## src/rtl/fmac_pkg.sv

```systemverilog
// Package: shared types of the fractional multiply-accumulate unit.
// Assumes sign_mode bit 1 qualifies op_x and bit 0 qualifies op_y.
package fmac_pkg;
    typedef enum logic [1:0] {
        SM_SS = 2'b00,   // both operands two's-complement
        SM_SU = 2'b01,   // x signed, y unsigned
        SM_US = 2'b10,   // x unsigned, y signed
        SM_UU = 2'b11    // both unsigned
    } sign_mode_e;
endpackage

```

## src/rtl/fmac_mult.sv

```systemverilog
// Module: fmac_mult
// Combinational multiplier. It extends each operand by one bit according to the
// sign mode, multiplies, sign-extends the result to the accumulator width and
// doubles it in signed-by-signed mode (fractional alignment).
// Assumes ACC_W >= 2*OP_W + 2.
module fmac_mult #(
    parameter int OP_W  = 24,
    parameter int ACC_W = 56
) (
    input  logic [OP_W-1:0]  x_in,
    input  logic [OP_W-1:0]  y_in,
    input  logic [1:0]       mode,
    output logic [ACC_W-1:0] prod
);
    import fmac_pkg::*;

    localparam int RAW_W = 2*OP_W + 2;
    localparam int PAD_W = ACC_W - RAW_W;

    logic        [OP_W:0]    x_ext, y_ext;
    logic signed [RAW_W-1:0] raw;
    logic        [ACC_W-1:0] wide;

    // Extend operands: an unsigned operand gets a zero on top.
    always_comb begin
        x_ext = {x_in[OP_W-1] & ~mode[1], x_in};
        y_ext = {y_in[OP_W-1] & ~mode[0], y_in};
        raw   = $signed(x_ext) * $signed(y_ext);
    end

    // Sign-extend the raw product and align it for the fractional format.
    always_comb begin
        wide = {{PAD_W{raw[RAW_W-1]}}, raw};
        if (sign_mode_e'(mode) == SM_SS)
            prod = {wide[ACC_W-2:0], 1'b0};
        else
            prod = wide;
    end
endmodule

```

## src/rtl/fmac_addrnd.sv

```systemverilog
// Module: fmac_addrnd
// Combinational accumulate stage. It adds the product to the accumulator
// operand or subtracts it, then optionally rounds to nearest at the boundary
// between the low and high words and clears the low word.
// Assumes two's-complement wrap at ACC_W bits.
module fmac_addrnd #(
    parameter int OP_W  = 24,
    parameter int ACC_W = 56
) (
    input  logic [ACC_W-1:0] opnd,
    input  logic [ACC_W-1:0] prod,
    input  logic             neg,
    input  logic             rnd,
    output logic [ACC_W-1:0] sum
);
    localparam logic [ACC_W-1:0] HALF_LSB = ACC_W'(1) << (OP_W-1);

    logic [ACC_W-1:0] raw_sum;
    logic [ACC_W-1:0] rnd_sum;

    // Add or subtract the product.
    always_comb raw_sum = neg ? (opnd - prod) : (opnd + prod);

    // Round to nearest and clear the low word when requested.
    always_comb begin
        rnd_sum = raw_sum + HALF_LSB;
        rnd_sum[OP_W-1:0] = '0;
        sum = rnd ? rnd_sum : raw_sum;
    end
endmodule

```

## src/rtl/fmac_accbank.sv

```systemverilog
// Module: fmac_accbank
// Bank of NUM_ACC accumulator registers with a single write port.
// Assumes at most one write per cycle. A synchronous active-low reset clears
// every register.
module fmac_accbank #(
    parameter int NUM_ACC = 2,
    parameter int ACC_W   = 56,
    localparam int SEL_W  = (NUM_ACC > 1) ? $clog2(NUM_ACC) : 1
) (
    input  logic                            clk,
    input  logic                            rst_n,
    input  logic                            wr_en,
    input  logic [SEL_W-1:0]                wr_sel,
    input  logic [ACC_W-1:0]                wr_data,
    output logic [NUM_ACC-1:0][ACC_W-1:0]   acc_q
);
    for (genvar i = 0; i < NUM_ACC; i++) begin : g_acc
        // Hold or load accumulator i.
        always_ff @(posedge clk) begin
            if (!rst_n)
                acc_q[i] <= '0;
            else if (wr_en && (wr_sel == SEL_W'(i)))
                acc_q[i] <= wr_data;
        end

        // reset leaves the accumulator cleared.
        assert_reset_clears_R1: assert property (@(posedge clk)
            !rst_n |=> (acc_q[i] == '0));

        // an accumulator that is not written keeps its value.
        assert_hold_unselected_R10: assert property (@(posedge clk) disable iff (!rst_n)
            !(wr_en && (wr_sel == SEL_W'(i))) |=> $stable(acc_q[i]));
    end
endmodule

```

## src/rtl/fmac_unit.sv

```systemverilog
// Module: fmac_unit (top)
// Two-stage fractional multiply-accumulate unit with two accumulators.
// Stage 1 registers the product, the controls and the accumulator operand.
// The operand is forwarded from stage 2 when stage 2 writes the same
// accumulator. Stage 2 adds, rounds and writes back.
// Assumes one operation per cycle at most. Reset is synchronous, active low.
module fmac_unit #(
    parameter int OP_W  = 24,
    parameter int EXT_W = 8
) (
    input  logic                     clk,
    input  logic                     rst_n,
    input  logic                     op_valid,
    input  logic [OP_W-1:0]          op_x,
    input  logic [OP_W-1:0]          op_y,
    input  logic [1:0]               sign_mode,
    input  logic                     acc_sel,
    input  logic                     negate,
    input  logic                     round_en,
    output logic [EXT_W+2*OP_W-1:0]  acc_a,
    output logic [EXT_W+2*OP_W-1:0]  acc_b,
    output logic                     res_valid,
    output logic [OP_W-1:0]          res_msp
);
    localparam int ACC_W   = EXT_W + 2*OP_W;
    localparam int NUM_ACC = 2;

    logic [ACC_W-1:0]              prod_c;
    logic [NUM_ACC-1:0][ACC_W-1:0] acc_rd;
    logic [ACC_W-1:0]              sum_c;
    logic [ACC_W-1:0]              opnd_c;
    logic                          fwd_hit;

    logic                          s1_valid;
    logic                          s1_sel;
    logic                          s1_neg;
    logic                          s1_rnd;
    logic [ACC_W-1:0]              s1_prod;
    logic [ACC_W-1:0]              s1_opnd;

    fmac_mult #(.OP_W(OP_W), .ACC_W(ACC_W)) u_mult (
        .x_in (op_x),
        .y_in (op_y),
        .mode (sign_mode),
        .prod (prod_c)
    );

    // Pick the accumulator operand, forwarding the pending write-back on a hazard.
    always_comb begin
        fwd_hit = s1_valid && (s1_sel == acc_sel);
        opnd_c  = fwd_hit ? sum_c : acc_rd[acc_sel];
    end

    // Stage 1 pipeline registers.
    always_ff @(posedge clk) begin
        if (!rst_n) begin
            s1_valid <= 1'b0;
            s1_sel   <= 1'b0;
            s1_neg   <= 1'b0;
            s1_rnd   <= 1'b0;
            s1_prod  <= '0;
            s1_opnd  <= '0;
        end else begin
            s1_valid <= op_valid;
            if (op_valid) begin
                s1_sel  <= acc_sel;
                s1_neg  <= negate;
                s1_rnd  <= round_en;
                s1_prod <= prod_c;
                s1_opnd <= opnd_c;
            end
        end
    end

    fmac_addrnd #(.OP_W(OP_W), .ACC_W(ACC_W)) u_addrnd (
        .opnd (s1_opnd),
        .prod (s1_prod),
        .neg  (s1_neg),
        .rnd  (s1_rnd),
        .sum  (sum_c)
    );

    fmac_accbank #(.NUM_ACC(NUM_ACC), .ACC_W(ACC_W)) u_bank (
        .clk     (clk),
        .rst_n   (rst_n),
        .wr_en   (s1_valid),
        .wr_sel  (s1_sel),
        .wr_data (sum_c),
        .acc_q   (acc_rd)
    );

    // Result strobe and high word of the value written.
    always_ff @(posedge clk) begin
        if (!rst_n) begin
            res_valid <= 1'b0;
            res_msp   <= '0;
        end else begin
            res_valid <= s1_valid;
            if (s1_valid)
                res_msp <= sum_c[2*OP_W-1:OP_W];
        end
    end

    // Drive the accumulator ports.
    always_comb begin
        acc_a = acc_rd[0];
        acc_b = acc_rd[1];
    end

    // an accepted operation produces a strobe two edges later.
    assert_latency_R7: assert property (@(posedge clk) disable iff (!rst_n)
        op_valid |=> ##1 res_valid);

    // reset drops the result strobe.
    assert_reset_strobe_R1: assert property (@(posedge clk)
        !rst_n |=> !res_valid);

    for (genvar i = 0; i < NUM_ACC; i++) begin : g_chk
        // the reported high word matches the accumulator that was written.
        assert_res_matches_acc_R7: assert property (@(posedge clk) disable iff (!rst_n)
            (s1_valid && (s1_sel == 1'(i))) |=> (res_msp == acc_rd[i][2*OP_W-1:OP_W]));

        // a rounded write-back leaves the low word clear.
        assert_round_clears_low_R6: assert property (@(posedge clk) disable iff (!rst_n)
            (s1_valid && s1_rnd && (s1_sel == 1'(i))) |=> (acc_rd[i][OP_W-1:0] == '0));
    end
endmodule

```

## config.mk

```make
export PLATFORM = sky130hd
export DESIGN_NAME = fmac_unit
export DESIGN_NICKNAME = d
export VERILOG_FILES = /design/src/rtl/fmac_pkg.sv /design/src/rtl/fmac_mult.sv /design/src/rtl/fmac_addrnd.sv /design/src/rtl/fmac_accbank.sv /design/src/rtl/fmac_unit.sv
export SDC_FILE = /design/constraint.sdc
export NUM_CORES = 2
export LEC_CHECK = 0
export ABC_AREA = 1
export BUFFER_PORTS_ARGS = -buffer_cell sky130_fd_sc_hd__buf_2
export CAP_MARGIN = 15
export CORE_AREA = 2 2 246 309
export CTS_BUF_LIST = sky130_fd_sc_hd__clkbuf_8
export CTS_CLUSTER_SIZE = 10
export DETAILED_ROUTE_END_ITERATION = 8
export DIE_AREA = 0 0 248 311
export PLACE_DENSITY = 0.86
export SLEW_MARGIN = 10
export SYNTH_ARGS = -nofsm -noshare
export SYNTH_HDL_FRONTEND = slang
export SYNTH_HIERARCHICAL = 1
export SYNTH_SLANG_ARGS = --single-unit
export TNS_END_PERCENT = 10
```

## constraint.sdc

```tcl
create_clock -name clk -period 6.15 [get_ports clk]
set_clock_uncertainty 0.1 [all_clocks]
set_input_delay 0 -clock clk [delete_from_list [all_inputs] [get_ports clk]]
set_output_delay 0 -clock clk [all_outputs]
set_load 0.05 [all_outputs]
```

**Word level (Yosys, flattened, before mapping)**

Cells that the tools add are included.

- Bits in latches: 0
- Register bits after elaboration: 248
- Memories kept: 0
- Bits in read-only memories: 0
- Memory bits (writable): 0
- Word-level logic and storage cells: 31
- Input port bits: 56
- Output and inout bits: 137

- Equal/unequal tests: 1
- Shift-type cells: 0
- $lt $le $gt $ge: 1
- Multiply operators: 1
- Divide/modulo/power cells: 0
- $add $sub $neg: 3
- Muxes and demuxes: 6
- Bitwise logic cells: 5
- Reductions and logical operators: 4

Operator list:

| kind | count |
|---|---|
| 56-bit two-way mux | 5 |
| 56-bit by 24-bit adder with 56-bit output (second input constant) | 1 |
| 56-bit adder | 1 |
| 56-bit subtractor | 1 |
| 25-bit by 25-bit multiplier with 50-bit output | 1 |
| 50-bit two-way mux | 1 |
| 1-bit logical AND | 3 |
| 1-bit inverter | 3 |
| 1-bit bitwise AND | 2 |
| 2-bit logical NOT | 1 |
| 1-bit by 2-bit less-than comparator with 1-bit output (second input constant) | 1 |
| 1-bit equality test | 1 |

**Depth between registers and ports, before layout**

- Depth after elaboration: 5
- Mapped depth: 38
- Depth with buffers taken out: 38

**By module**

Netlist, hierarchy kept.

Modules (own cells, without submodules):

| module | sequential area each (um^2) | times used | cells an instance | area each (um^2) |
|---|---|---|---|---|
| fmac_mult | 0.0 | 1 | 3,384 | 25,253.0 |
| fmac_addrnd | 0.0 | 1 | 1,613 | 8,001.4 |
| fmac_unit | 2,822.7 | 1 | 1,042 | 6,587.6 |
| fmac_accbank | 2,242.2 | 1 | 613 | 4,393.0 |

**Least setup slack after synthesis**

Ideal clock, no wire load.

- Path type: in2reg
- Start: input op_x[23]
- End: register, netlist name s1_prod[51]
- Arrival time: 6,511 ps
- Data required time: 5,934 ps
- Slack: -577 ps
- Library setup time: 116 ps
- Stages on the path: 26
- Buffers on the path: 3
- Cell sequence: clkbuf_1 -> clkbuf_1 -> nand2_1 -> nor2_1 -> fa_1 -> fa_1 -> fa_1 -> inv_1 -> fa_1 -> inv_1 -> fa_1 -> fa_1 -> fa_1 -> ha_1 -> nand2_1 -> inv_1 -> a21oi_1 -> a21oi_1 -> nor2_1 -> nand2_1 -> nor2_1 -> nand2_1 -> and2_1 -> buf_4 -> nor2_1 -> nor2_1

- Longest elaborated chain between the ends: 2

Ends and longest elaborated chain:

| item | line | source |
|---|---|---|
| start: declaration | fmac_unit.sv:14 | `input logic [OP_W-1:0] op_x,` |
| 1-bit bitwise AND | fmac_mult.sv:26 | `x_ext = {x_in[OP_W-1] & ~mode[1], x_in};` |
| 25-bit by 25-bit multiplier with 50-bit output * | fmac_mult.sv:28 | `raw = $signed(x_ext) * $signed(y_ext);` |
| net prod_c[50] | fmac_unit.sv:28 | `logic [ACC_W-1:0] prod_c;` |

Mark *: on every way through the listed nets, which the timed path passes. The rest lies on a longest branch.
A chain may end at the register's enable or synchronous reset.

**Worst setup path after layout**

- Start: input op_x[17]
- End: register s1_prod[40]

- Longest elaborated chain between the ends: 2

Ends and longest elaborated chain:

| item | line | source |
|---|---|---|
| 25-bit by 25-bit multiplier with 50-bit output | fmac_mult.sv:28 |  |
| 50-bit two-way mux | fmac_mult.sv:34 | `if (sign_mode_e'(mode) == SM_SS)` |
| net prod_c[40] | fmac_unit.sv:28 |  |
| end signal: assignment | fmac_unit.sv:69 | `s1_prod <= prod_c;` |
| end: declaration | fmac_unit.sv:38 | `logic [ACC_W-1:0] s1_prod;` |

The timed path passes the listed nets, and every way through them passes these cells.

==> flow_metrics.py <==
metrics = {
    "placed_design": {
        "portBuffers": 192,
        "place.gp.congestion": 1.04,
        "detailed_place_hpwl_um": 111000,
    },
    "timing": {
        "finalHoldViolCount": 0,
        "fmax_mhz": 167,
        "report.final.slew_viol_count": 0,
        "whs_ns": 0.0130,
        "fin_crit_sh_pct": 97.2,
        "rsz0062_at_grt": "true",
        "finalSetupViolCount": 0,
        "worst_pin_slew_ns": 1.22,
        "slew-limit-headroom_pct": 18.5,
        "post-route-min-period_ns": 5.98,
    },
    "clock_tree": {
        "htree_levels": 2,
        "clockBufferDepth": 3,
        "clock_sinks": 253,
        "cts_tree": "built",
        "cts_made_buffers": 36,
        "clkTransAtPathRegs_ns": 0.08,
        "cts_root_buf": "clkbuf_8",
        "clock_latency_ns": 0.59,
    },
    "drt": {
        "ant_nets": 0,
        "drtIter0Drc": 3042,
        "vias": 42127,
        "via_per_inst": 5.35,
        "routedWlPerCell_um": 16.8,
        "wirelength_um": 132000,
        "drcViolationCount": 0,
        "firstDrtPassIters": 6,
    },
    "synthesis": {
        "synthMuxAreaShare_pct": 0.0905,
        "synth_top_family_by_area": "adder cells",
        "synth-simple-area-share_pct": 30.9,
        "netlist_area_um2": 44200,
        "synth_top_cell_by_area": "fa_1",
        "synth.distinct_cells": 52,
        "synth_xor_area_share_pct": 2.02,
        "ys.flop_type": "dfxtp_1",
        "synth_cells": 6652,
        "async_flop_share_pct": 0,
        "syn_nets": 7565,
        "yosysSeqAreaShare_pct": 11.4,
        "syn_area_per_cell_um2": 6.65,
        "synth_edf_count": 0,
        "synthAdderAreaFrac_pct": 35.4,
        "yosys_warnings": 6,
        "yosys_register_bits": 253,
        "synth_area_leaders": "fa_1 (30%), nand2_1 (16%), inv_1 (12%), dfxtp_1 (11%), nor2_1 (6.0%)",
        "synth_compound_area_share_pct": 4.77,
        "synth_top_area_share_pct": 29.8,
    },
    "floorplan": {
        "die_area_um2": 77100,
        "start_util_pct": 59.7,
        "die_h_um": 311,
        "die_w_um": 248,
        "fp-row-count": 112,
        "core_area_um2": 74100,
        "ios": 193,
    },
    "worst_setup_path": {
        "cp_slowest_cell": "fa_1",
        "worstPathArrival_ns": 6.36,
        "cp_max_fo": 16,
        "max_stage_delay_ns": 0.55,
        "cp-end-kind": "register",
        "path_class": "primary input to register",
        "crit_required_ns": 6.54,
        "r2r-start": "s1_prod[0]$_SDFFE_PN0P_",
        "critPathLaunch": "op_x[17]",
        "worstSetupStartpointType": "primary input",
        "path_common_cell": "fa_1",
    },
    "finish": {
        "mostFrequentLayoutCells": "nand2_1 (1932), inv_1 (1458), nor2_1 (695)",
        "layout_commonest_cell": "nand2_1",
        "fin_nets": 7790,
        "drive_gt1_share_pct": 10.9,
        "final_util_pct": 65.4,
        "syn2layout_area_growth_pct": 9.55,
        "nFillCells": 6396,
    },
    "grt": {
        "antenna_found_initial": 1,
        "grt_pass1_vias": 42764,
        "grt_pass1_wl_um": 212000,
        "grt_max_degree": 107,
        "grt-ovfl-total": 0,
        "gr-usage-all-layers_pct": 34.4,
    },
    "hold_path": {
        "min_path_type": "primary input to register",
        "hp-start": "op_valid",
    },
    "flow_run": {
        "max_cap_viol_count": 0,
    },
    "outcome": {
        "status": "finished clean",
    },
}
[per-stage QoR]
stage / setup TNS [ns] / worst slack [ns] / std cells / area (µm²)
2_1_floorplan: 0 / 0.0119 / 6652 / 44300
6_report: 0 / 0.174 / 7871 / 48500
3_5_place_dp: -11.05 / -0.448 / 7800 / 47600
5_1_grt: -0.235 / -0.0687 / 7871 / 48500
3_3_place_gp: -6.20 / -0.338 / 7800 / 47600
4_1_cts: 0 / 0.180 / 7867 / 48400
[flip-flops by register name, indices dropped and copies added, names as in the netlist]
register	flops
res_msp	24
res_valid	1
s1_neg	1
s1_opnd	56
s1_prod	56
s1_rnd	1
s1_sel	1
s1_valid	1
u_bank/acc_q	112
[Yosys cell counts (4+ instances only)]
library cell / count
mux2i_1: 4
or2_2: 9
nor3_1: 27
nor2_1: 707
ha_1: 198
nand2_1: 1935
inv_2: 28
a21oi_1: 169
nand3b_1: 19
o21ai_0: 188
nor2_2: 55
buf_2: 62
nand4_1: 86
clkbuf_1: 186
nand3_2: 20
buf_1: 11
clkinv_1: 5
inv_1: 1457
nor3_2: 8
nor4_1: 5
o31ai_1: 5
dfxtp_1: 253
nand2_2: 51
buf_4: 19
xor2_1: 61
xnor2_1: 41
fa_1: 659
o21bai_1: 18
and2_1: 5
o21ai_1: 9
nand3_1: 307
nor2_4: 15
[cells by family after synthesis]
kind of cell	after synthesis
compound gates	402
flops	253
simple gates	3263
mux	4
fa+ha+maj	857
xor+xnor	102
buf+inv	1771
[worst paths after layout]
check	end	slack [ns]	cells after the start
setup / recovery	s1_prod[40]$_SDFFE_PN0P_	0.17	25
hold reg to reg	res_msp[15]$_SDFFE_PN0P_	0.39	2
hold / removal	s1_prod[11]$_SDFFE_PN0P_	0.01	3
setup reg to reg	s1_opnd[47]$_SDFFE_PN0P_	0.37	32
[worst max-delay path: cells and delay by family]
kind | cells | cell delay, ns
AND/OR/NAND/NOR | 12 | 1.61
adder cells (fa/ha/maj) | 8 | 3.93
buffers and inverters | 5 | 0.80
[cell type report]
class / instances / area (µm²) / area share [%]
Inverter: 1490 / 5600 / 11.5
Tap cell: 969 / 1210 / 2.50
Clock buffer: 47 / 647 / 1.33
Sequential cell: 253 / 5070 / 10.5
Multi-Input combinational cell: 4628 / 32500 / 67.0
Clock inverter: 15 / 129 / 0.266
Antenna cell: 1 / 2.50 / 0.00516
Timing Repair Buffer: 468 / 3330 / 6.87
[timing repair]
item / CTS / global route
setup buffers: 0 / 3
hold buffers: 5 / 0
gates resized for setup: 0 / 19
hold endpoints to repair: 91 / 0
endpoints found under the setup margin: 0 / 31
[layer usage]
layer	wire, µm	vias to the layer above	share of wire (%)	GRT usage, %
met3	7880	539	6.0	3.61
met4	8810	0	6.7	19.9
met5	0	-	0	0
met2	68300	1896	52	63.8
met1	47200	19713	36	37.3
li1	-	19979	-	-
Power is left out: the tool's default activity adds up to more than one toggle a clock period on the data nets, which glitch-free logic cannot reach.
